<file path="config.mk">
export PLATFORM = sky130hd
export DESIGN_NAME = strobe_pulse_ctrl
export DESIGN_NICKNAME = d
export VERILOG_FILES = /design/src/rtl/strobe_pkg.sv /design/src/rtl/strobe_arm.sv /design/src/rtl/strobe_width_sel.sv /design/src/rtl/strobe_seq.sv /design/src/rtl/strobe_pulse_ctrl.sv
export SDC_FILE = /design/constraint.sdc
export NUM_CORES = 1
export LEC_CHECK = 0
export CAP_MARGIN = 20
export CORE_ASPECT_RATIO = 0.7
export CORE_MARGIN = 2
export CORE_UTILIZATION = 40
export CTS_CLUSTER_DIAMETER = 40
export DETAILED_ROUTE_END_ITERATION = 8
export GPL_ROUTABILITY_DRIVEN = 0
export PLACE_DENSITY = 0.59
export RECOVER_POWER = 50
export SYNTH_ARGS = -nofsm -noshare
export SYNTH_HDL_FRONTEND = slang
export SYNTH_HIERARCHICAL = 1
export SYNTH_SLANG_ARGS = --single-unit
</file>
<file path="constraint.sdc">
create_clock -name clk_i -period 3 [get_ports clk_i]
set_input_delay 0.3 -clock clk_i [delete_from_list [all_inputs] [get_ports clk_i]]
set_output_delay 0.3 -clock clk_i [all_outputs]
set_load 0.1 [all_outputs]
</file>
<file path="src/rtl/strobe_pkg.sv">
package strobe_pkg;
  typedef enum logic [1:0] {
    M_XENON = 2'b00,
    M_LED_A = 2'b01,
    M_LED_B = 2'b10,
    M_FRAME = 2'b11
  } strobe_mode_e;

  typedef enum logic [1:0] {
    ST_IDLE  = 2'b00,
    ST_ARMED = 2'b01,
    ST_PULSE = 2'b10
  } seq_state_e;
endpackage

</file>
<file path="src/rtl/strobe_arm.sv">
module strobe_arm (
  input  logic clk_i,
  input  logic rst_i,
  input  logic wr_i,
  input  logic en_i,
  output logic start_o,
  output logic en_o
);
  logic en_q, en_d_q;

  assign start_o = en_q & ~en_d_q;
  assign en_o    = en_q;

  always_ff @(posedge clk_i) begin
    if (rst_i) begin
      en_q   <= 1'b0;
      en_d_q <= 1'b0;
    end else begin
      en_d_q <= en_q;
      if (start_o)   en_q <= 1'b0;
      else if (wr_i) en_q <= en_i;
    end
  end

  // enable status never survives two cycles
  a_r2_enable_one_cycle: assert property (@(posedge clk_i) disable iff (rst_i)
    en_q |=> !en_q);
  // an initiation is never followed immediately by another
  a_r3_single_start: assert property (@(posedge clk_i) disable iff (rst_i)
    start_o |=> !start_o);
endmodule

</file>
<file path="src/rtl/strobe_width_sel.sv">
module strobe_width_sel #(
  parameter int LINE_W = 16,
  parameter int XW_W   = 2
) (
  input  logic [1:0]        mode_i,
  input  logic [XW_W-1:0]   xw_i,
  input  logic [LINE_W-1:0] led_w_i,
  output logic [LINE_W-1:0] target_o
);
  import strobe_pkg::*;
  localparam logic [LINE_W-1:0] ONE = {{(LINE_W-1){1'b0}}, 1'b1};

  logic [LINE_W-1:0] xw_ext;
  assign xw_ext = {{(LINE_W-XW_W){1'b0}}, xw_i};

  always_comb begin
    unique case (mode_i)
      M_XENON: target_o = xw_ext + ONE;
      M_FRAME: target_o = ONE;
      default: target_o = (led_w_i == '0) ? ONE : led_w_i;
    endcase
  end
endmodule

</file>
<file path="src/rtl/strobe_seq.sv">
module strobe_seq #(
  parameter int LINE_W = 16
) (
  input  logic              clk_i,
  input  logic              rst_i,
  input  logic              start_i,
  input  logic [1:0]        mode_i,
  input  logic [LINE_W-1:0] target_i,
  input  logic              frame_i,
  input  logic              line_i,
  output logic              active_o,
  output logic              busy_o
);
  import strobe_pkg::*;
  localparam logic [LINE_W-1:0] ONE = {{(LINE_W-1){1'b0}}, 1'b1};

  seq_state_e        state_q, state_d;
  logic [1:0]        mode_q, mode_d;
  logic [LINE_W-1:0] tgt_q, tgt_d, cnt_q, cnt_d;

  always_comb begin
    state_d = state_q;
    mode_d  = mode_q;
    tgt_d   = tgt_q;
    cnt_d   = cnt_q;
    unique case (state_q)
      ST_IDLE: if (start_i) begin
        state_d = ST_ARMED;
        mode_d  = mode_i;
        tgt_d   = target_i;
      end
      ST_ARMED: if (frame_i) begin
        state_d = ST_PULSE;
        cnt_d   = '0;
      end
      ST_PULSE: begin
        if (mode_q == M_FRAME) begin
          if (frame_i) state_d = ST_IDLE;
        end else if (line_i) begin
          if (cnt_q + ONE == tgt_q) begin
            state_d = ST_IDLE;
            cnt_d   = '0;
          end else begin
            cnt_d = cnt_q + ONE;
          end
        end
      end
      default: state_d = ST_IDLE;
    endcase
  end

  always_ff @(posedge clk_i) begin
    if (rst_i) begin
      state_q <= ST_IDLE;
      mode_q  <= 2'b00;
      tgt_q   <= ONE;
      cnt_q   <= '0;
    end else begin
      state_q <= state_d;
      mode_q  <= mode_d;
      tgt_q   <= tgt_d;
      cnt_q   <= cnt_d;
    end
  end

  assign active_o = (state_q == ST_PULSE);
  assign busy_o   = (state_q != ST_IDLE);

  // a start arriving while busy leaves the latched settings untouched
  a_r3_locked_when_busy: assert property (@(posedge clk_i) disable iff (rst_i)
    (busy_o && start_i) |=> ($stable(tgt_q) && $stable(mode_q)));
  // without a frame start the armed wait persists
  a_r4_wait_frame: assert property (@(posedge clk_i) disable iff (rst_i)
    (state_q == ST_ARMED && !frame_i) |=> (state_q == ST_ARMED));
  // the line count stays below the latched width during a pulse
  a_r5_cnt_below_target: assert property (@(posedge clk_i) disable iff (rst_i)
    active_o |-> (cnt_q < tgt_q));
  // in whole-frame mode line starts cannot end the pulse
  a_r7_frame_mode_hold: assert property (@(posedge clk_i) disable iff (rst_i)
    (active_o && mode_q == M_FRAME && !frame_i) |=> active_o);
endmodule

</file>
<file path="src/rtl/strobe_pulse_ctrl.sv">
module strobe_pulse_ctrl #(
  parameter int LINE_W = 16,
  parameter int XW_W   = 2
) (
  input  logic              clk_i,
  input  logic              rst_i,
  input  logic              cfg_we_i,
  input  logic              cfg_enable_i,
  input  logic              cfg_polarity_i,
  input  logic [1:0]        cfg_mode_i,
  input  logic [XW_W-1:0]   cfg_xenon_width_i,
  input  logic [LINE_W-1:0] led_width_i,
  input  logic              frame_start_i,
  input  logic              line_start_i,
  output logic              strobe_o,
  output logic              enable_o,
  output logic              busy_o
);
  logic              pol_q;
  logic [1:0]        mode_cfg_q;
  logic [XW_W-1:0]   xw_cfg_q;
  logic              start;
  logic              active;
  logic [LINE_W-1:0] target;

  always_ff @(posedge clk_i) begin
    if (rst_i) begin
      pol_q      <= 1'b1;
      mode_cfg_q <= 2'b00;
      xw_cfg_q   <= '0;
    end else if (cfg_we_i) begin
      pol_q      <= cfg_polarity_i;
      mode_cfg_q <= cfg_mode_i;
      xw_cfg_q   <= cfg_xenon_width_i;
    end
  end

  strobe_arm u_arm (
    .clk_i   (clk_i),
    .rst_i   (rst_i),
    .wr_i    (cfg_we_i),
    .en_i    (cfg_enable_i),
    .start_o (start),
    .en_o    (enable_o)
  );

  strobe_width_sel #(.LINE_W(LINE_W), .XW_W(XW_W)) u_width (
    .mode_i   (mode_cfg_q),
    .xw_i     (xw_cfg_q),
    .led_w_i  (led_width_i),
    .target_o (target)
  );

  strobe_seq #(.LINE_W(LINE_W)) u_seq (
    .clk_i    (clk_i),
    .rst_i    (rst_i),
    .start_i  (start),
    .mode_i   (mode_cfg_q),
    .target_i (target),
    .frame_i  (frame_start_i),
    .line_i   (line_start_i),
    .active_o (active),
    .busy_o   (busy_o)
  );

  assign strobe_o = pol_q ? active : ~active;

  // the strobe is only ever active while busy
  a_r9_active_implies_busy: assert property (@(posedge clk_i) disable iff (rst_i)
    (strobe_o == pol_q) |-> busy_o);
endmodule

</file>
### After elaboration in Yosys (flattened, before gate mapping)

Index checks and enable logic that the tools add are counted.

* register bits: 43
* output and inout port bits: 3

* add/subtract/negate cells: 2
* equal/unequal tests: 12
* mux-type cells: 15
* bitwise logic cells: 3
* reduce and logical (&&, ||, !) cells: 9

Operators by type and width (number)
* $mux W16: 5
* $pmux W16 S2: 2
* $add A16 B1 Y16 const B: 1
* $eq A16 B16 Y1: 1
* $logic_not A16 Y1: 1
* $mux W2: 6
* $ne A2 B2 Y1 const B: 4
* $eq A2 B2 Y1 const B: 3
* $pmux W2 S3: 1
* $reduce_and A5 Y1: 1
* $logic_not A2 Y1: 2
* $reduce_and A4 Y1: 1
* $reduce_bool A2 Y1: 2
* $add A2 B1 Y3 const B: 1
* $ne A3 B1 Y1 const B: 1
* $ne A3 B2 Y1 const B: 1
* $ne A3 B3 Y1 const B: 1
* $eq A2 B1 Y1 const B: 1
* $not A1 Y1: 2
* $reduce_and A2 Y1: 1
* $reduce_or A2 Y1: 1
* $and A1 B1 Y1: 1
* $mux W1: 1

### Depth between registers and ports, before layout

* word-level depth: 6
* mapped depth: 10
* mapped depth without buffers: 8

### Hierarchy

Netlist, hierarchy kept.

Modules (own cells, without submodules)
* strobe_seq: instances 1, cells an instance 269, area an instance 2095.8 sq um, sequential area each 720.7 sq um
* strobe_width_sel: instances 1, cells an instance 35, area an instance 292.8 sq um, sequential area each 0.0 sq um
* strobe_pulse_ctrl: instances 1, cells an instance 17, area an instance 192.7 sq um, sequential area each 100.1 sq um
* strobe_arm: instances 1, cells an instance 6, area an instance 80.1 sq um, sequential area each 40.0 sq um

### Worst setup path before layout

OpenSTA, ideal clock, no wires.

* path kind: register -> register
* from: reg u_seq.cnt_q[0]
* to: reg u_seq.cnt_q[1]
* setup time: 0.128 ns
* arrival time: 2.624 ns
* path slack: 0.248 ns
* stages on the path, launching flop included: 11
* path buffers: 2
* path through: dfxtp_1 > ha_1 > nand3_4 > or4_1 > a21oi_1 > o221ai_1 > or4_1 > buf_6 > buf_8 > a32oi_1 > nor2_1

* word-level cells in the longest chain between the ends: 6

Ends and longest elaborated chain
* start: declaration: RTL line strobe_seq.sv:19 `logic [LINE_W-1:0] tgt_q, tgt_d, cnt_q, cnt_d;`
* start signal: assignment: RTL line strobe_seq.sv:62 `cnt_q <= cnt_d;`
* $add A16 B1 Y16 (*): RTL line strobe_seq.sv:40, strobe_seq.sv:44
* $eq A16 B16 Y1: RTL line strobe_seq.sv:40 `if (cnt_q + ONE == tgt_q) begin`
* $mux W16 (*): RTL line strobe_seq.sv:40
* $mux W16 (*): RTL line strobe_seq.sv:39 `end else if (line_i) begin`
* $mux W16 (*): RTL line strobe_seq.sv:37 `if (mode_q == M_FRAME) begin`
* $pmux W16 S2 (*): RTL line strobe_seq.sv:26 `unique case (state_q)`

Mark *: on every way between the ends. The rest lies on a longest branch, timed or not. The select of a mux whose other input is x is not followed.
A chain may end at the register's enable or synchronous reset.

### Final worst setup path

* from: reg u_seq.cnt_q[1]
* to: reg u_seq.cnt_q[10]

The elaborated chain is that of the path after synthesis.

==> run summary <==
Synthesis produced a netlist whose cell count is approximately 330. The kind of start point of the critical path is a flip-flop. Counting both buffers and inverters, the worst setup path holds a total of 1. Ranked by total cell area, the synthesized netlist is headed by sky130_fd_sc_hd__dfxtp_1 32%, sky130_fd_sc_hd__nand2_1 8.3%, sky130_fd_sc_hd__xnor2_1 4.6%. Detailed routing placed a total of 2491 um of wire on met2. The total of buffers placed on input and output ports is 29. The number of primary I/O pins is 30. The placed instance area came out at 3043 um2.

The clock latency on the worst-skew pair is 0.31 ns. The parity-gate share of the synthesized area counting xor and xnor cells came out at ~8%. After synthesis the cells add up to 2661 um2. The maximum fanout along the worst path is 18. The number of distinct library cell variants in the gate-level netlist after synthesis is 58. On the worst path, the slowest cell contributes a delay of 0.53 ns. In the final design database the tool counted 388 nets. The cell-internal power is 826.1 uW. The kind of cell with the highest combined delay along the critical path is simple AND/OR/NAND/NOR gates. The initial antenna violation count was 0. The flow ran to the end, and the final reports show no timing, DRC or antenna violations.

By area, the combinational part of the netlist is dominated by simple AND/OR/NAND/NOR gates. The mean cell area of the mapped netlist came out at between 8 and 9 um2. The part of the total power dissipated in the clock network came out at 32.3%. In this run, synthesis inferred 0 flip-flops with an integrated enable. Before CTS, the worst setup slack after placement is between 0.1 and 0.15 ns. Detailed routing placed a total of 458 um of wire on met3. The detailed-route DRC error count came out at 0. In the layout the commonest cells are 58 x sky130_fd_sc_hd__nand2_1, 42 x sky130_fd_sc_hd__dfxtp_1, 24 x sky130_fd_sc_hd__clkdlybuf4s50_1. The fraction of power consumed by sequential logic came out at between 50 and 60%. Net switching is 29.81% of the power. Across all layers, the routed design uses around 2400 vias. The setup clock skew after layout is 0.01657 ns. The number of cells on the critical path is 9.

The post-CTS clock slew at the launch and capture registers of the worst setup and hold paths is 0.10 ns. The number of global-route vias before repair is 2136. The final critical-path required period is 2.886 ns. In the synthesized netlist the dominant register cell turns out to be sky130_fd_sc_hd__dfxtp_1. Global routing used between 10% and 20% of the available tracks across all layers. The fraction of the yosys area taken by sequential cells came out at around a third.

The slowest stage of the critical path belongs to the cell sky130_fd_sc_hd__or4_1. The number of cells traversed by the worst register-to-register path came out at 9. The largest buffer count on any clock path came out at 2. The total nets after synthesis came out at ~360. The maximum clock frequency is 346.5 MHz. The residual overflow from global routing came out at 0.

The worst setup path is of the flip-flop to flip-flop kind. The number of fillers in the final layout is 635. The per-cell via count in the routed design came out at 5.318.

The share of the clock period used by the worst path after layout came out at 96.21%. In this run the worst hold path is classified as flip-flop to flip-flop. The cell type with the largest total area after synthesis is sky130_fd_sc_hd__dfxtp_1. The top layer used by detailed routing is met4. The post-route netlist has 10.06% of its cells at a drive strength greater than 1. Counting flops and latches in the post-synthesis netlist gives 43. The global-route wire length before repair is 10880 um. The number of clock buffers added by TritonCTS is 5.

The complex-gate fraction of the synthesized area came out at 15.00%. The final cell area excluding filler cells is 3120 um2. The worst setup path is captured at a flip-flop. After detailed routing, the average wire length per cell comes to 14.49 um. Setup repair after global routing left no endpoint under its margin. In this design, the critical path's most frequently occurring cell is sky130_fd_sc_hd__or4_1. The signal on the critical path passes through ha_1 > nand3_4 > or4_1 > a21oi_1 > o221ai_1 > or4_1 > buf_4 > a31oi_1 > o21ai_0. The end-of-flow core utilization came out at between 40% and 50%. Of the total synthesized cell area, the portion taken by AND, OR, NAND and NOR gates is approximately 33%. The number of buffers added to fix hold violations after cts is 0. The transition at the pin with the smallest max-transition slack is 1.160 ns.

The first routing iteration left ~130 violations. The die is 72.25 um tall. For this block, wires on met1 add up to roughly 3500 um.

For this run, the number of Yosys warnings is 6. Entering global routing, the biggest net connects 33 pins. The final number of max-transition violations came to 0. The clock net sink count came out at 43. The iteration count of the initial detailed-routing pass came out at 5. The area growth from synthesis to layout is 17.25%. Summing the areas of all fa, ha and maj instances in the mapped netlist gives 1.881% of the synthesized area. The sum of negative setup slack came out at 0 ns. The area of the core came out at 6336 um2. The fraction of registers with async set/reset came out at 0%. The deepest level of the CTS H-tree came out at 2. The final total power is 1.177 mW. The floorplan step set the die width to 101.5 um. The worst pin sits at a relative slew slack of 23.02%. The wire-length estimate of the detail-placed layout is around 5000 um. For this design the total switching power over the nets is 350.8 uW. In the post-route analysis, the smallest setup slack over all paths is 0.1137 ns. The relative contribution of combinational cells to total power is 17.3%. The max-cap check violation count came out at 0. The worst-case IR drop observed on VDD is 227.9 uV. The static power due to leakage came out at 1.116 nW. The cell row count came out at 24. Once detail routing completed, the nets flagged for antenna violations numbered 0. The number of buffers added for setup after CTS is 0.

The CTS tree is yes. The root buffer cell chosen for the clock tree is sky130_fd_sc_hd__clkbuf_8. The fraction of synthesized area in multiplexers came out at 3.808%. The number of failing hold endpoints at the final stage came out at 0.

The fraction of synthesized cell area taken by the top area cell type is between 30 and 40%. The worst register-to-register path has a setup slack of 0.11 ns. The final layout contains routed wiring with a total length of approximately 6500 um. The library cell used most frequently in the layout, excluding fill and tap cells, is sky130_fd_sc_hd__nand2_1. The required time of the worst setup path is 3.18 ns. The final setup violation count came out at 0. The number of cells traversed by the worst hold path came out at 2. The repair_antennas step left the layout with diodes totalling 0. The area enclosed by the die boundary is 7332 um2. The power density normalized to cell area came out at 377.2 nW/um2.

The data arrival time of the critical path came out at 3.07 ns. The effective utilization at floorplan came out at a little over two fifths.
per-stage QoR:
| step | std cells | hold WS, ns |
|---|---|---|
| after floorplan | 327 | 0.3697 |
| after global placement | 440 | 0.4600 |
| after detailed placement | 441 | 0.4649 |
| after CTS | 449 | 0.4767 |
| after global routing | 449 | 0.5041 |
| final | 449 | 0.4770 |
power groups by stage:
stage	combinational (mW)	sequential, mW	clock, mW
floorplan	0.141	0.610	0
global placement	0.204	0.606	0
detailed placement	0.204	0.607	0
CTS	0.205	0.593	0.392
global route	0.223	0.595	0.417
finish	0.204	0.593	0.380
what timing repair did:
item,in CTS,in global routing
setup endpoints to repair,0,13
hold endpoints to repair,0,0
gates resized for setup,0,4
registers in the layout, summed over array words and instances (netlist names):
signal,cells
mode_cfg_q,2
u_arm/en_o,1
u_seq/tgt_q,16
pol_q,1
u_seq/cnt_q,16
xw_cfg_q,2
u_arm/en_d_q,1
u_seq/mode_q,2
u_seq/state_q,2
area by class of cell:
cell class / instances / area (um2) / share of cell area (%)
Timing Repair Buffer: 42 / 366.6 / 11.75
Clock buffer: 5 / 68.82 / 2.205
Inverter: 11 / 41.29 / 1.323
Clock inverter: 3 / 20.02 / 0.6415
Sequential cell: 43 / 862.1 / 27.63
Tap cell: 91 / 113.9 / 3.649
Multi-Input combinational cell: 254 / 1648 / 52.81
layer usage:
| metal | global-route usage, % | up-vias |
|---|---|---|
| li1 | - | 1209 |
| met1 | 29.58 | 1100 |
| met2 | 24.94 | 69 |
| met3 | 5.106 | 10 |
| met4 | 5.856 | 0 |
| met5 | 0 | - |
cell usage after synthesis (3+ instances only):
| master | number |
|---|---|
| sky130_fd_sc_hd__nand2_1 | 59 |
| sky130_fd_sc_hd__dfxtp_1 | 43 |
| sky130_fd_sc_hd__nor2_1 | 22 |
| sky130_fd_sc_hd__a21oi_1 | 19 |
| sky130_fd_sc_hd__and2_1 | 16 |
| sky130_fd_sc_hd__xnor2_1 | 14 |
| sky130_fd_sc_hd__inv_1 | 11 |
| sky130_fd_sc_hd__clkbuf_1 | 10 |
| sky130_fd_sc_hd__o21ai_0 | 10 |
| sky130_fd_sc_hd__xor2_1 | 10 |
| sky130_fd_sc_hd__mux2i_1 | 9 |
| sky130_fd_sc_hd__nand4_1 | 9 |
| sky130_fd_sc_hd__nor2b_1 | 8 |
| sky130_fd_sc_hd__nor3_1 | 8 |
| sky130_fd_sc_hd__nand3_1 | 6 |
| sky130_fd_sc_hd__a31oi_1 | 4 |
| sky130_fd_sc_hd__ha_1 | 4 |
| sky130_fd_sc_hd__nor4_4 | 4 |
| sky130_fd_sc_hd__nor4_1 | 3 |
| sky130_fd_sc_hd__or4_1 | 3 |
final timing paths:
path / start / to
worst max-delay path: u_seq/cnt_q[1] / u_seq/cnt_q[10]
worst min register to register: u_seq/mode_q[1] / u_seq/mode_q[1]
worst max register to register: u_seq/cnt_q[1] / u_seq/cnt_q[10]
worst min-delay path: u_seq/mode_q[1] / u_seq/mode_q[1]
worst min-delay path: stages, from the launching register on:
cell and delay (ns):
sky130_fd_sc_hd__dfxtp_1 0.33, sky130_fd_sc_hd__nand2_1 0.06, sky130_fd_sc_hd__a21oi_1 0.05
cells by family (layout without fill, tap and decap cells):
kind of cell,count (synthesis),in the layout
mux,10,10
xor+xnor,24,24
fa+ha+maj,4,4
compound gates,58,58
simple gates,158,158
flops,43,43
buf+inv,30,61
No activity file was read; power rests on OpenSTA's default activity.
